$ cat src/rtl/irq_cause_pkg.sv
package irq_cause_pkg;
  localparam int unsigned WORD_W  = 32;
  localparam int unsigned N_HALF  = 2;
  localparam int unsigned CAUSE_W = WORD_W * N_HALF;
  localparam int unsigned REG_AW  = 3;

  localparam logic [CAUSE_W-1:0] RSVD_MASK = 64'hE0F8_0000_E000_0000;

  typedef enum logic [REG_AW-1:0] {
    A_CAUSE_LO = 3'd0,
    A_CAUSE_HI = 3'd1,
    A_MASK_LO  = 3'd2,
    A_MASK_HI  = 3'd3,
    A_SELECT   = 3'd4
  } reg_addr_e;

  localparam int unsigned FLAG_HI_BIT = 30;
  localparam int unsigned FLAG_LO_BIT = 31;
endpackage

$ cat src/rtl/irq_cause_reg.sv
module irq_cause_reg
  import irq_cause_pkg::*;
(
  input  logic               clk_i,
  input  logic               rst_ni,
  input  logic [CAUSE_W-1:0] src_i,
  output logic [CAUSE_W-1:0] cause_o
);
  logic [CAUSE_W-1:0] cause_q;

  for (genvar b = 0; b < CAUSE_W; b++) begin : g_bit
    if (RSVD_MASK[b]) begin : g_rsvd
      always_comb cause_q[b] = 1'b0;
    end else begin : g_live
      always_ff @(posedge clk_i or negedge rst_ni) begin
        if (!rst_ni) cause_q[b] <= 1'b0;
        else         cause_q[b] <= src_i[b];
      end
    end
  end

  assign cause_o = cause_q;
endmodule

$ cat src/rtl/irq_mask_reg.sv
module irq_mask_reg
  import irq_cause_pkg::*;
(
  input  logic               clk_i,
  input  logic               rst_ni,
  input  logic [N_HALF-1:0]  half_we_i,
  input  logic [WORD_W-1:0]  wdata_i,
  output logic [CAUSE_W-1:0] mask_o
);
  for (genvar h = 0; h < N_HALF; h++) begin : g_half
    logic [WORD_W-1:0] half_q;
    always_ff @(posedge clk_i or negedge rst_ni) begin
      if (!rst_ni)          half_q <= '0;
      else if (half_we_i[h]) half_q <= wdata_i;
    end
    assign mask_o[h*WORD_W +: WORD_W] = half_q;
  end
endmodule

$ cat src/rtl/irq_select_enc.sv
module irq_select_enc
  import irq_cause_pkg::*;
(
  input  logic [CAUSE_W-1:0] cause_i,
  input  logic [CAUSE_W-1:0] mask_i,
  output logic [WORD_W-1:0]  sel_o,
  output logic               any_o
);
  logic [CAUSE_W-1:0] pend;
  logic               lo_pend, hi_pend;

  assign pend    = cause_i & mask_i;
  assign lo_pend = |pend[WORD_W-1:0];
  assign hi_pend = |pend[CAUSE_W-1:WORD_W];
  assign any_o   = lo_pend | hi_pend;

  always_comb begin
    sel_o = cause_i[WORD_W-1:0];
    if (hi_pend && !lo_pend) begin
      sel_o = cause_i[CAUSE_W-1:WORD_W];
      sel_o[FLAG_HI_BIT] = 1'b1;
    end else if (hi_pend && lo_pend) begin
      sel_o[FLAG_LO_BIT] = 1'b1;
    end
  end
endmodule

$ cat src/rtl/irq_cause_ctrl.sv
module irq_cause_ctrl
  import irq_cause_pkg::*;
(
  input  logic               clk_i,
  input  logic               rst_ni,
  input  logic [CAUSE_W-1:0] src_i,
  input  logic               bus_we_i,
  input  logic [REG_AW-1:0]  bus_addr_i,
  input  logic [WORD_W-1:0]  bus_wdata_i,
  output logic [WORD_W-1:0]  bus_rdata_o,
  output logic               irq_o
);
  logic [CAUSE_W-1:0] cause_q;
  logic [CAUSE_W-1:0] mask_q;
  logic [N_HALF-1:0]  mask_we;
  logic [WORD_W-1:0]  sel_word;
  logic               any_pend;

  assign mask_we[0] = bus_we_i && (bus_addr_i == A_MASK_LO);
  assign mask_we[1] = bus_we_i && (bus_addr_i == A_MASK_HI);

  irq_cause_reg u_cause (
    .clk_i  (clk_i),
    .rst_ni (rst_ni),
    .src_i  (src_i),
    .cause_o(cause_q)
  );

  irq_mask_reg u_mask (
    .clk_i    (clk_i),
    .rst_ni   (rst_ni),
    .half_we_i(mask_we),
    .wdata_i  (bus_wdata_i),
    .mask_o   (mask_q)
  );

  irq_select_enc u_sel (
    .cause_i(cause_q),
    .mask_i (mask_q),
    .sel_o  (sel_word),
    .any_o  (any_pend)
  );

  assign irq_o = any_pend;

  always_comb begin
    unique case (bus_addr_i)
      A_CAUSE_LO: bus_rdata_o = cause_q[WORD_W-1:0];
      A_CAUSE_HI: bus_rdata_o = cause_q[CAUSE_W-1:WORD_W];
      A_MASK_LO:  bus_rdata_o = mask_q[WORD_W-1:0];
      A_MASK_HI:  bus_rdata_o = mask_q[CAUSE_W-1:WORD_W];
      A_SELECT:   bus_rdata_o = sel_word;
      default:    bus_rdata_o = '0;
    endcase
  end
endmodule

$ cat config.mk
export PLATFORM = sky130hd
export DESIGN_NAME = irq_cause_ctrl
export DESIGN_NICKNAME = d
export VERILOG_FILES = /design/src/rtl/irq_cause_pkg.sv /design/src/rtl/irq_cause_reg.sv /design/src/rtl/irq_mask_reg.sv /design/src/rtl/irq_select_enc.sv /design/src/rtl/irq_cause_ctrl.sv
export SDC_FILE = /design/constraint.sdc
export NUM_CORES = 1
export LEC_CHECK = 0
export ABC_AREA = 1
export BUFFER_PORTS_ARGS = -buffer_cell sky130_fd_sc_hd__buf_4
export CAP_MARGIN = 20
export CORE_MARGIN = 4
export CORE_UTILIZATION = 53
export CTS_CLUSTER_SIZE = 24
export DETAILED_ROUTE_END_ITERATION = 7
export GPL_ROUTABILITY_DRIVEN = 0
export PLACE_DENSITY = 0.81
export SETUP_SLACK_MARGIN = 0.05
export SLEW_MARGIN = 20
export SYNTH_ARGS = -nofsm -noshare
export SYNTH_HDL_FRONTEND = slang
export SYNTH_SLANG_ARGS = --single-unit
$ cat constraint.sdc
create_clock -name clk_i -period 2.2 [get_ports clk_i]
set_clock_uncertainty 0.05 [all_clocks]
set_input_delay 0.11 -clock clk_i [delete_from_list [all_inputs] [get_ports clk_i]]
set_output_delay 0.11 -clock clk_i [all_outputs]
set_load 0.03 [all_outputs]
# == Word level (Yosys, flattened, before mapping) ==
# Cells that the tools add are included.
# word_totals
in_bits,102
wordCells,73
reg_bits,117
out_inout_bits,33
# op_classes
bitwise_logic,2
n_reduce_logical,8
n_eq_ne,4
n_mux,4
# ops
operator,count
case mux 32 bit (5 select lines),1
bitwise AND 61 x 64 -> 64 bit,1
OR reduction 32 bit,2
2-to-1 mux 31 bit,1
== test 3 x 2 -> 1 bit (second input constant),2
logical AND 1 bit,4
== test 3 x 1 -> 1 bit (second input constant),1
== test 3 bit (second input constant),1
zero test 3 bit,1
2-to-1 mux 1 bit,2
zero test 1 bit,1
bitwise OR 1 bit,1

# == Logic depth before layout (Yosys ltp) ==
# Gate-level depths: netlist of the first run.
# logic_depth
depth_word,6
ltp_mapped,12
depth_no_buf,11

# == Hierarchy ==
# A second synthesis of the first run with hierarchy kept.
# unflattened
hier_cells,940
area_unflattened_um2,6693.9
# by_module_without_submodules
module,area_per_inst_um2,seq_area_each_um2,instances,cells_per_inst
irq_mask_reg,2534.9,1601.5,1,272
irq_cause_ctrl,1639.1,0.0,1,367
irq_cause_reg,1412.6,1326.3,1,65
irq_select_enc,1107.3,0.0,1,236

# == Least setup slack after synthesis of the first run ==
# Ideal clock, no wire load.
# synth_timing
kind,flip-flop to output port
from,register u_mask.g_half[0].half_q[15]
to,output port bus_rdata_o[11]
path_slack_ns,0.543
t_required_ns,2.040
path_stages_with_launch,13
n_path_buf,2
arrival_ns,1.497
path_cell_list,dfrtp_1 nand2_1 nand2_1 inv_1 nand2_1 nor2_1 nand2_1 nor2_4 nand3_2 buf_6 buf_6 nand3_1 nand3_1
# synth_via
elab_chain_len,6
# synth_lines
element,line,source
start: declaration,irq_mask_reg.sv:11,logic [WORD_W-1:0] half_q;
start signal: assignment,irq_mask_reg.sv:14,else if (half_we_i[h]) half_q <= wdata_i;
bitwise AND 61 x 64 -> 64 bit,irq_select_enc.sv:12,assign pend = cause_i & mask_i;
OR reduction 32 bit,irq_select_enc.sv:13,assign lo_pend = |pend[WORD_W-1:0];
zero test 1 bit,irq_select_enc.sv:19,if (hi_pend && !lo_pend) begin
logical AND 1 bit,irq_select_enc.sv:19,
2-to-1 mux 31 bit,irq_select_enc.sv:19,
case mux 32 bit (5 select lines),irq_cause_ctrl.sv:47,unique case (bus_addr_i)
end: declaration,irq_cause_ctrl.sv:10,"output logic [WORD_W-1:0] bus_rdata_o,"
# Every way passes these cells.

# == Final worst setup path of the first run ==
# layout_timing
from,"register u_cause.cause_q[7], in the netlist u_cause.cause_o[7]"
to,output port bus_rdata_o[13]
# layout_via
elab_chain_len,6
# layout_lines
element,line,source
start: declaration,irq_cause_reg.sv:9,logic [CAUSE_W-1:0] cause_q;
start signal: indexed assignment,irq_cause_reg.sv:17,else cause_q[b] <= src_i[b];
bitwise AND 61 x 64 -> 64 bit,irq_select_enc.sv:12,
OR reduction 32 bit,irq_select_enc.sv:13,
zero test 1 bit,irq_select_enc.sv:19,
logical AND 1 bit,irq_select_enc.sv:19,
2-to-1 mux 31 bit,irq_select_enc.sv:19,
case mux 32 bit (5 select lines),irq_cause_ctrl.sv:47,
# Every way passes these cells.

==> impl_metrics.ini, run 1 <==
[die]
dieArea_sq_mm = 0.0108
ioPinCount = 135
die_x_um = 104
core_area_sq_mm = 0.00885
initial_core_util = 0.552
die_y_um = 104
num_rows = 34

[layout]
antenna_cells = 0
syn2layout_area_growth_pct = 62.9
fillers = 376
fin_nets = 884
drive_above_1_share = 0.311
finalNonFillerCells = 903

[global_route]
grt_overflow = 0
grt_max_degree = 60
grt_antenna_before_repair = 0
global_route.usage.total = 0.337
grt_pass1_vias = 5745
grt_pass1_wl_mm = 28.9

[cts]
h-tree-depth = 4
cts_tree = built
insertion_delay_ns = 0.50
cts-buffers-inserted = 17
clock-sinks = 117
cts_buffer_depth = 2
root_buffer = clkbuf_8
cts.clk_slew.worst_paths_ns = 0.06

[routing]
dr.pass1.iters = 5
drt_iter0_drc = 368
drc = 0
detail_route.wl_per_cell_um = 19.6
antenna_left = 0
totalWireLength_mm = 17.7
via_per_inst = 5.68
vias = 5131

[power_and_ir_drop]
p_leak_nw = 4.05
power.total_mw = 6.74
pwr_density_cell_mw_per_mm2 = 847
ir_worst_vdd_mv = 0.797

[yosys]
ys_warn_count = 0
syn_inst = 554
synth_fp_nets = 656
syn_area_per_cell_sq_um = 8.81
synth.distinct_cells = 19
ys_seq_elements = 117
syn-cell-area_sq_mm = 0.00488
ys_seq_area_frac = 0.600

[worst_setup_path]
cp_slowest_stage_delay_ns = 0.39
crit_arrival_ns = 2.37
worst_path_max_delay_cell = dfrtp_1
required_ns = 2.04
path_class = register to primary output
crit_buf_inv = 3
end_kind = primary output
cp_max_fo = 8
cpLargestDelayFamily = simple AND/OR/NAND/NOR gates
cpMostUsedCell = nand2_1
crit_chain = nand2_1, nand2_1, inv_1, nand2_1, nor2_2, nand2_2, nor2_4, nand3_4, buf_12, nand3_1, nand3_2, buf_6
start_kind = register

[run_status]
status = finished, violations left
violations = setup timing

[sta]
setup_viol = 31
drv_slew = 0
clock.fmax_ghz = 0.396
final.min_clock_period_ns = 2.53
hold_viol = 0
postLayoutSetupSlackWorst_ns = -0.327
max-slew-margin-rel = 0.620
tns_ns = -8.20
grt_setup_unrepaired = true
post-route-period-util = 1.15
worst_pin_slew_ns = 0.570
holdWs_ns = 0.0844

[placement]
place_hpwl_mm = 8.83
portBuffers = 123
dp_worst_setup_slack_ns = 0.192
placed_cells = 774

[run]
cap_violations = 0

[worst_hold_path]
hold_path_class = input pin to async pin
-- final cells by class --
cell class	count	area [sq um]	share of cell area
clock buffers	18	428	0.0538
clock inverters	14	175	0.0220
inverters	50	188	0.0236
multi-input cells	361	1920	0.242
flip-flops and latches	117	2930	0.368
well taps	108	135	0.0170
repair buffers	235	2180	0.274
-- kinds of logic (layout without fill, tap and decap cells) --
logic type / count (synthesis) / in the layout / share of synthesized area
flip-flops: 117 / 117 / 0.600
buffers and inverters: 76 / 317 / 0.0648
AND/OR/NAND/NOR: 270 / 270 / 0.228
AO/OA/AOI/OAI: 91 / 91 / 0.107
-- timing repair --
item                                    4_1_cts  5_1_grt
pin swaps                                     2       10
gates cloned                                  0        1
buffers inserted                              6        4
gates resized for setup                      84       16
endpoints found under the hold margin       157        0
endpoints found under the setup margin       30       32
hold buffers                                 86        0
-- Yosys cell counts (all sizes together) --
cell | n | share of area
nand2 | 192 | 0.15
dfrtp | 117 | 0.60
o21ai | 64 | 0.066
nand3 | 63 | 0.066
inv | 48 | 0.037
a22oi | 25 | 0.038
clkbuf | 15 | 0.012
nor2 | 12 | 0.011
buf | 11 | 0.015
clkinv | 2 | 0.0015
nand4 | 2 | 0.0026
a22o | 1 | 0.0018
nor3 | 1 | 0.0010
o211ai | 1 | 0.0015
-- registers in the layout (all words and copies together) (netlist names) --
name and count:
u_cause.cause_o 53, u_mask.g_half.half_q 64
-- cells in the final DEF (no fill, tap or decap), types with 4 or more instances in the layout --
cell type,count
buf_12,4
nor2_1,4
nand3_1,21
buf_4,109
a22oi_1,25
nand2_2,13
dfrtp_1,117
nand3_2,40
dlygate4sd3_1,86
o21ai_0,64
inv_1,47
clkbuf_16,17
nand2_1,177
buf_6,35
nor2_2,7
-- layer usage --
layer / track usage / up-vias / wire length [um]
met3: 0.0975 / 84 / 1390
met4: 0.160 / 0 / 801
li1: - / 2254 / -
met1: 0.362 / 2459 / 6160
met2: 0.608 / 334 / 9380
met5: 0 / - / 0
-- power breakdown --
part           internal, mW  switching [mW]
clock network          1.77            1.05
registers              2.43           0.215
logic                 0.586           0.692
total                  4.78            1.96
-- worst register-to-register path: cells and delay by family (launching register included) --
| family | cells | cell delay [ns] |
|---|---|---|
| AO/OA/AOI/OAI | 1 | 0.09 |
| flip-flops | 1 | 0.40 |
| buffers and inverters | 1 | 0.15 |
| AND/OR/NAND/NOR | 1 | 0.06 |
-- path summary, 6_finish.rpt --
| kind | startpoint | end | slack, ns | cells past startpoint |
|---|---|---|---|---|
| min in group clk_i | bus_we_i | u_mask.g_half[1].half_q[16]$_DFFE_PN0P_ | 0.14 | 5 |
| max | u_cause.cause_o[7]$_DFF_PN0_ | bus_rdata_o[13] | -0.33 | 12 |
| max reg2reg | u_mask.g_half[0].half_q[28]$_DFFE_PN0P_ | u_mask.g_half[0].half_q[28]$_DFFE_PN0P_ | 1.32 | 3 |
| max in group asynchronous | rst_ni | u_mask.g_half[0].half_q[18]$_DFFE_PN0P_ | 1.30 | 3 |
| min | rst_ni | u_cause.cause_o[34]$_DFF_PN0_ | 0.08 | 2 |
| min reg2reg | u_mask.g_half[1].half_q[29]$_DFFE_PN0P_ | u_mask.g_half[1].half_q[29]$_DFFE_PN0P_ | 0.44 | 2 |
-- metrics by stage --
step / area (sq um) / util
finish: 7950 / 0.899
global route: 7950 / 0.899
CTS: 7840 / 0.885
detailed placement: 5980 / 0.676
global placement: 5980 / 0.676
floorplan: 4880 / -
Note: power is estimated with default switching activity, not from simulation.
==> run 2, diff against run 1 <==
- ABC_AREA: 1 -> 0
==> run 2 against run 1 <==
  * The flow still finishes with violations (setup timing)
  * Sequential power rose by 3%
  * Critical path depth fell by 3
  * Routed wire length fell by 14%
  * Flip-flop and latch count did not move
  * Largest cell class unchanged
==> impl_metrics.ini, run 2 <==
[run_status]
status = finished, violations left
violations = setup timing

[cts]
h-tree-depth = 4
clock-sinks = 117
cts_buffer_depth = 2
postCtsSetupBuffers = 0
cts-buffers-inserted = 17
root_buffer = clkbuf_8
cts_tree = built
insertion_delay_ns = 0.51
cts.clk_slew.worst_paths_ns = 0.07

[yosys]
ys_warn_count = 0
synthTopCellsByCount = dfrtp_1 (117), mux2_2 (63), a22o_1 (34), a221o_1 (25), a22oi_1 (17)
async_reset_ff_frac = 1.00
synthFlopType = dfrtp_1
synth_edf_count = 0
syn-cell-area_sq_mm = 0.00467
synth_largest_area_cell = dfrtp_1
synth_top_area_frac = 0.627
syn_inst = 311
synth_area_leaders = dfrtp_1 (63%), mux2_2 (15%), a22o_1 (6.4%)
synth_fp_nets = 413
syn_area_per_cell_sq_um = 15.0
synth.distinct_cells = 27
ys_seq_area_frac = 0.627
yosysMostFrequentCell = dfrtp_1
ys_seq_elements = 117

[sta]
final.min_clock_period_ns = 2.90
worst_pin_slew_ns = 0.546
max-slew-margin-rel = 0.636
post-route-period-util = 1.32
clock.fmax_ghz = 0.344
grt_setup_unrepaired = true
postLayoutSetupSlackWorst_ns = -0.703
hold_viol = 0
setup_viol = 32
drv_slew = 0

[power_and_ir_drop]
power.total_mw = 6.72
pwr_density_cell_mw_per_mm2 = 900
p_leak_nw = 3.45
ir_worst_vdd_mv = 0.678

[worst_setup_path]
cpLargestDelayFamily = compound AO/OA/AOI/OAI gates
crit_arrival_ns = 2.74
reg2reg_from = u_mask.g_half[0].half_q[7]$_DFFE_PN0P_
end_kind = primary output
r2r-end = u_mask.g_half[0].half_q[7]$_DFFE_PN0P_
path_class = register to primary output
cp_slowest_stage_delay_ns = 0.40
reg2reg_depth = 2
start_kind = register
required_ns = 2.04
worst_path_max_delay_cell = dfrtp_1
cp_max_fo = 20
r2r_slack_ns = 1.24
crit_buf_inv = 3
crit_chain = a22o_1, a221oi_2, buf_4, nand4_1, nor3_4, a21oi_2, buf_12, a221o_1, buf_6

[global_route]
grt_max_degree = 73
grt_overflow = 0
grt_pass1_wl_mm = 23.4
global_route.usage.total = 0.305
grt_pass1_vias = 4428
grt_antenna_before_repair = 0

[layout]
fin_area_sq_mm = 0.00747
final_cell_mix = buf_4 (120), dfrtp_1 (117), dlygate4sd3_1 (86)
syn2layout_area_growth_pct = 60.1
fin_nets = 650
largest_reg_flops = 64
final_common_cell = buf_4
regMostFlops = u_mask.g_half.half_q
final_util = 0.892
antenna_cells = 0
drive_above_1_share = 0.467

[die]
ioPinCount = 135
die_y_um = 102
num_rows = 33
dieArea_sq_mm = 0.0104
initial_core_util = 0.557
die_x_um = 102
core_area_sq_mm = 0.00838

[routing]
dr.pass1.iters = 4
antenna_left = 0
drc = 0
detail_route.wl_per_cell_um = 22.8
drt_iter0_drc = 186
totalWireLength_mm = 15.2
via_per_inst = 5.94
vias = 3955

[placement]
portBuffers = 123
dp_worst_setup_slack_ns = -0.236
place_hpwl_mm = 8.43
postPlaceCellArea_sq_mm = 0.00589

[worst_hold_path]
hold_path_class = input pin to async pin

[run]
cap_violations = 0
==> run 2: area by class of cell <==
cell class                      instances  area (sq um)
Sequential cell                       117          2930
Timing Repair Buffer                  237          2140
Multi-Input combinational cell        175          1690
Fill cell                             339           908
Clock buffer                           19           442
Clock inverter                         13           144
Tap cell                              105           131
==> run 2: metrics by stage <==
step	hold WS (ns)	instances	setup TNS (ns)
finish	0.0684	666	-19.91
floorplan	-0.236	311	0
global placement	0.0693	548	-4.27
CTS	0.0817	666	-18.33
global route	0.127	666	-23.01
detailed placement	0.0724	548	-5.05
==> run 2: cells by family (layout without fill, tap and decap cells) <==
kind of cell / after synthesis / count (layout) / share of synthesized area
AO/OA/AOI/OAI: 89 / 89 / 0.169
flip-flops: 117 / 117 / 0.627
AND/OR/NAND/NOR: 21 / 21 / 0.0276
buffers and inverters: 19 / 269 / 0.0201
multiplexers: 65 / 65 / 0.157
==> run 2: layer usage <==
| metal | track usage | up-vias | part of all wire |
|---|---|---|---|
| met5 | 0 | - | 0 |
| met4 | 0.121 | 0 | 0.029 |
| met3 | 0.0826 | 42 | 0.076 |
| met2 | 0.563 | 210 | 0.54 |
| met1 | 0.331 | 1996 | 0.35 |
| li1 | - | 1707 | - |
==> run 2: worst max path at each step <==
stage	cells after the start	slack [ns]	from	endpoint
2_1_floorplan	8	0.07	u_mask.g_half[0].half_q[5]$_DFFE_PN0P_	bus_rdata_o[11]
3_3_place_gp	9	-0.20	u_mask.g_half[0].half_q[3]$_DFFE_PN0P_	bus_rdata_o[16]
3_5_place_dp	10	-0.24	u_mask.g_half[0].half_q[3]$_DFFE_PN0P_	bus_rdata_o[4]
4_1_cts	9	-0.64	u_mask.g_half[0].half_q[3]$_DFFE_PN0P_	bus_rdata_o[16]
5_1_grt	9	-0.79	u_mask.g_half[0].half_q[3]$_DFFE_PN0P_	bus_rdata_o[24]
6_report	9	-0.70	u_cause.cause_o[3]$_DFF_PN0_	bus_rdata_o[24]
==> run 2: report_power, final <==
part,internal [mW],leakage (nW),switching [mW]
Clock,1.68,0.278,1.03
Combinational,0.740,1.78,0.559
Sequential,2.47,1.39,0.250
Total,4.89,3.45,1.84
==> run 2: timing repair <==
item	in CTS	in global routing
endpoints found under the hold margin	162	0
gates resized for setup	31	3
endpoints found under the setup margin	32	32
hold buffers	86	0
pin swaps	6	1
